[src/rtl/clk_prescaler.sv]
module clk_prescaler #(
  parameter int SEL_W   = 4,
  parameter int MAX_SEL = 8,
  parameter int WIN_CYC = 4
) (
  input  logic       clk,
  input  logic       rst_n,
  input  logic       wr_en,
  input  logic       addr_hit,
  input  logic [7:0] wdata,
  output logic [7:0] rdata,
  input  logic       clkout_cfg,
  input  logic       gpio_out,
  output logic       pin_out,
  output logic       div_en,
  output logic       irq_hold
);
  localparam int CNT_W = MAX_SEL;
  localparam int WC_W  = (WIN_CYC > 1) ? $clog2(WIN_CYC) : 1;
  localparam logic [WC_W-1:0] WC_LOAD = WC_W'(WIN_CYC - 1);

  logic             ce;
  logic [WC_W-1:0]  wcnt;
  logic [SEL_W-1:0] sel, act;
  logic [CNT_W-1:0] cnt, last_cnt, half;
  logic             wr, arm_req, sel_req, div_lvl;

  function automatic logic [CNT_W-1:0] period_m1(input logic [SEL_W-1:0] s);
    logic [CNT_W:0] n;
    n = (int'(s) > MAX_SEL) ? (CNT_W+1)'(1) : ((CNT_W+1)'(1) << s);
    return CNT_W'(n - 1'b1);
  endfunction

  assign wr      = wr_en & addr_hit;
  assign arm_req = wr && (wdata == 8'h80);
  assign sel_req = wr && !wdata[7] && ce;

  always_ff @(posedge clk) begin
    if (!rst_n) begin
      ce   <= 1'b0;
      wcnt <= '0;
      sel  <= '0;
    end else if (sel_req) begin
      sel <= wdata[SEL_W-1:0];
      ce  <= 1'b0;
    end else if (arm_req && !ce) begin
      ce   <= 1'b1;
      wcnt <= WC_LOAD;
    end else if (ce) begin
      if (wcnt == '0) ce <= 1'b0;
      else            wcnt <= wcnt - 1'b1;
    end
  end

  assign last_cnt = period_m1(act);
  assign div_en   = (cnt == last_cnt);

  always_ff @(posedge clk) begin
    if (!rst_n) begin
      cnt <= '0;
      act <= '0;
    end else if (div_en) begin
      cnt <= '0;
      act <= sel;
    end else begin
      cnt <= cnt + 1'b1;
    end
  end

  assign half    = CNT_W'(({1'b0, last_cnt} + 1'b1) >> 1);
  assign div_lvl = (last_cnt == '0) ? clk : (cnt < half);
  assign pin_out = clkout_cfg ? div_lvl : gpio_out;

  assign irq_hold = ce;
  assign rdata    = {ce, 3'b000, {(4-SEL_W){1'b0}}, sel};
endmodule

[config.mk]
export PLATFORM = sky130hd
export DESIGN_NAME = clk_prescaler
export DESIGN_NICKNAME = d
export VERILOG_FILES = /design/src/rtl/clk_prescaler.sv
export SDC_FILE = /design/constraint.sdc
export NUM_CORES = 1
export LEC_CHECK = 0
export ABC_AREA = 1
export BUFFER_PORTS_ARGS = -buffer_cell sky130_fd_sc_hd__buf_2
export CAP_MARGIN = 20
export CORE_MARGIN = 10
export CORE_UTILIZATION = 62
export CTS_BUF_LIST = sky130_fd_sc_hd__clkbuf_8
export CTS_CLUSTER_DIAMETER = 120
export DETAILED_ROUTE_END_ITERATION = 10
export GPL_ROUTABILITY_DRIVEN = 0
export GPL_TIMING_DRIVEN = 0
export MAX_ROUTING_LAYER = met4
export PLACE_DENSITY_LB_ADDON = 0.05
export RECOVER_POWER = 25
export SETUP_SLACK_MARGIN = 0.05
export SLEW_MARGIN = 20
export SYNTH_ARGS = -nofsm -noshare
export SYNTH_HDL_FRONTEND = slang
export SYNTH_SLANG_ARGS = --single-unit
[constraint.sdc]
create_clock -name clk -period 7.3 [get_ports clk]
set_clock_uncertainty 0.1 [all_clocks]
set_input_delay 1.46 -clock clk [delete_from_list [all_inputs] [get_ports clk]]
set_output_delay 1.46 -clock clk [all_outputs]
set_load 0.02 [all_outputs]
==> results.txt <==
- Final routed wire length divided by cell count: around 11 µm
* Die Y-Extent: 68.7 µm
* Core box area: between 0.002 and 0.0025 mm²
- For this run, the number of Yosys warnings is 0.
- Type of the worst setup path: clock port to output port
- Ranked by total cell area, the synthesized netlist is headed by sky130_fd_sc_hd__dfxtp_1 (26%), sky130_fd_sc_hd__nand2_1 (12%), sky130_fd_sc_hd__ha_1 (10%), sky130_fd_sc_hd__inv_1 (7.9%), sky130_fd_sc_hd__nor2_1 (7.7%).
* Number of violations reported at the end of detailed-routing iteration 0: 87
- First-pass GRT wire length: 5480 µm
- DRC Markers: 0
* Final Instance Area: between 0.0015 and 0.002 mm²
- The initial antenna violation count came to 0.
* IO Pins: 25
- Post-DP Area: around 0.0016 mm²
* Floorplan die width: between 60 and 70 µm
- The number of setup buffers added after CTS is 0.
* Max-cap check violation count: 0
* Data required time of the worst path: ~5.7 ns
- Using the TritonRoute via totals, the vias-per-cell ratio works out to a little over 5.
* Cells on worst reg2reg path: 14
* Class of the most critical hold timing path: flop to flop
- The worst-case IR drop observed on VDD is ~0.21 mV.
- Number of nets at the end of the flow: ~270
- The floorplan has 17 rows.
* Largest fanout of any net on the critical path: 2
- For this design, the CTS-stage hold fixing added 0 buffers.
- Data arrives at the worst endpoint at between 4 and 5 ns.
- Result of the run: finished clean
* Internal power: 0.296 mW
- Top cell type's share of synthesized area: 0.259
* Worst stage delay on the critical path: ~0.15 ns
* RSZ-0062 raised after global routing: no
* Hold Fails Final Rpt: 0
* # resized after CTS: 0
- In this run the mean area of a mapped cell was about 6.8 µm².
- The via count of the first global-routing pass is ~1400.
- Counting every instance in the synthesized netlist gives roughly 220.
- Endpoint class of the critical path: output port
* Area of the mapped netlist: around 0.0015 mm²
* Power share of the combinational group: 0.539
* Family with the most delay on the worst path: buffers and inverters
- Buffers placed on the I/O ports in this run total 20.
- Initial core utilization: 0.657
- The share of total power dissipated in sequential elements is 0.230.
- Counting instances, the worst hold path has a depth of 1.
- Summed over all instances, the cell type with the most area after synthesis is sky130_fd_sc_hd__dfxtp_1.
* Power Total: 0.549 mW
- After clock tree synthesis, the clock-pin slew on the worst setup and hold paths is ~0.06 ns.
- Cell type of the slowest stage on the worst timing path: sky130_fd_sc_hd__buf_2
* Kind of start point of the critical path: clock port
* Share of total power consumed by net switching: 0.461
* Cell Pwr Density: 324 mW/mm²
* Total global routing track utilization: 0.158
- Post-Place Worst Slack: roughly 1.8 ns
* FF-to-FF End: cnt[1]
- Entering global routing, the biggest net connects 11 pins.
- Of the total power, the clock network draws 0.230.
- Endpoint of the worst hold-timing path: cnt[0]
- Adding up every negative setup slack in the final design gives 0 ns.
- The number of max-slew violations in the final report came to 0.
- The later pin in the worst-skew pair is clocked with a latency of 0.36 ns.
- In the post-route analysis, the smallest setup slack over all paths is between 1.5 and 2 ns.
- Counting both buffers and inverters, the worst setup path holds a total of 4.
* Grt ovf: 0
- Traced cell by cell, the critical path runs through clkbuf_8 > clkbuf_8 > nand2_1 > nand2_1 > inv_1 > a21oi_1 > buf_2.
* Synth Register Bits: 19
* 1st-pass router iterations: 4
- For flop-to-flop paths, the worst setup slack is 4.86 ns.
* Total Die Area: around 0.0047 mm²
- For this run, the register share of the synthesized area comes to 0.259.
- Summed over all layers, the routed wires come to just over 3000 µm.
- The netlist uses 28 different library cells.
- CTS tree: yes
- Pleak: 0.830 nW
- Setup violations remaining at the end of the flow were counted as 0.
- Syn-to-layout area delta: 15.5%
- Detailed placer's ending HPWL: 2470 µm
- Of the cells placed in the final design, the portion with a size suffix greater than 1 is 0.203.
- The count of nets left with antenna violations once routing finished came out at 0.
* Switching pwr: between 0.2 and 0.3 mW
* Origin of the critical flop-to-flop path: act[0]
- Launch instance of the worst min-delay path: cnt[0]
* Routed vias: between 1000 and 1500
- The tightest hold path in the finished design has a slack of about 0.36 ns.
* Antenna Cells: 0
[cells in the final DEF (no fill, tap or decap), drive strengths merged]
| cell type | n |
|---|---|
| nor4 | 2 |
| dfxtp | 19 |
| a21oi | 10 |
| conb | 3 |
| clkbuf | 8 |
| o21ai | 8 |
| nand4 | 1 |
| xor2 | 12 |
| ha | 12 |
| nor3 | 6 |
| nor2 | 34 |
| nand3 | 13 |
| nand2 | 55 |
| buf | 23 |
| xnor2 | 2 |
| a211oi | 2 |
| inv | 34 |
| clkinv | 1 |
| and3 | 1 |
[worst max path at each step]
stage / start / to / slack [ns] / cells after the start
2_1_floorplan: clk / pin_out / 1.83 / 4
3_3_place_gp: clk / pin_out / 1.78 / 5
3_5_place_dp: clk / pin_out / 1.78 / 5
4_1_cts: clk / pin_out / 1.51 / 7
5_1_grt: clk / pin_out / 1.44 / 7
6_report: clk / pin_out / 1.51 / 7
[sequential cells by signal, summed over array words and instances (netlist names)]
| register | count |
|---|---|
| act | 4 |
| irq_hold | 1 |
| sel | 4 |
| wcnt | 2 |
| cnt | 8 |
[metal layers]
metal  vias to the layer above  track usage  routed length, µm
met5                         -            -                  0
met4                         0        0.123                 93
met3                        10       0.0580                207
met2                        44        0.238               1410
met1                       626        0.163               1400
li1                        730            -                  -
[power by group through the flow]
stage | registers (mW) | clock network (mW) | logic (mW)
floorplan | 0.126 | 0.0105 | 0.240
global placement | 0.128 | 0.0134 | 0.280
detailed placement | 0.129 | 0.0134 | 0.289
CTS | 0.126 | 0.129 | 0.295
global route | 0.128 | 0.139 | 0.338
finish | 0.127 | 0.126 | 0.296
[synthesized netlist by cell type, drive strengths merged]
cell type and instances:
a211oi 2, a21oi 10, and3 1, buf 4
clkbuf 1, clkinv 1, conb 1, dfxtp 19
ha 12, inv 33, nand2 55, nand3 13
nand4 1, nor2 34, nor3 6, nor4 2
o21ai 8, xnor2 2, xor2 12
[kinds of logic after synthesis]
kind of cell,share of synthesized area
and+or+nand+nor,0.370
buffers and inverters,0.111
AOI/OAI and AO/OA,0.0716
DFF,0.259
xor gates and xnor gates,0.0835
adders and majority gates,0.102
other,0.00256
[cell type report]
type                            count  area [µm²]
Multi-Input combinational cell    161         932
Clock inverter                      2        7.51
Buffer                              5        33.8
Tap cell                           28        35.0
Timing Repair Buffer               19        93.8
Inverter                           33         125
Clock buffer                        7        87.6
Fill cell                         187         538
Sequential cell                    19         380
[through the flow]
step | utilization | cells
2_1_floorplan | - | 219
3_3_place_gp | 0.721 | 267
3_5_place_dp | 0.721 | 267
4_1_cts | 0.760 | 274
5_1_grt | 0.759 | 274
6_report | 0.759 | 274
Power figures use the tool's default switching activity.
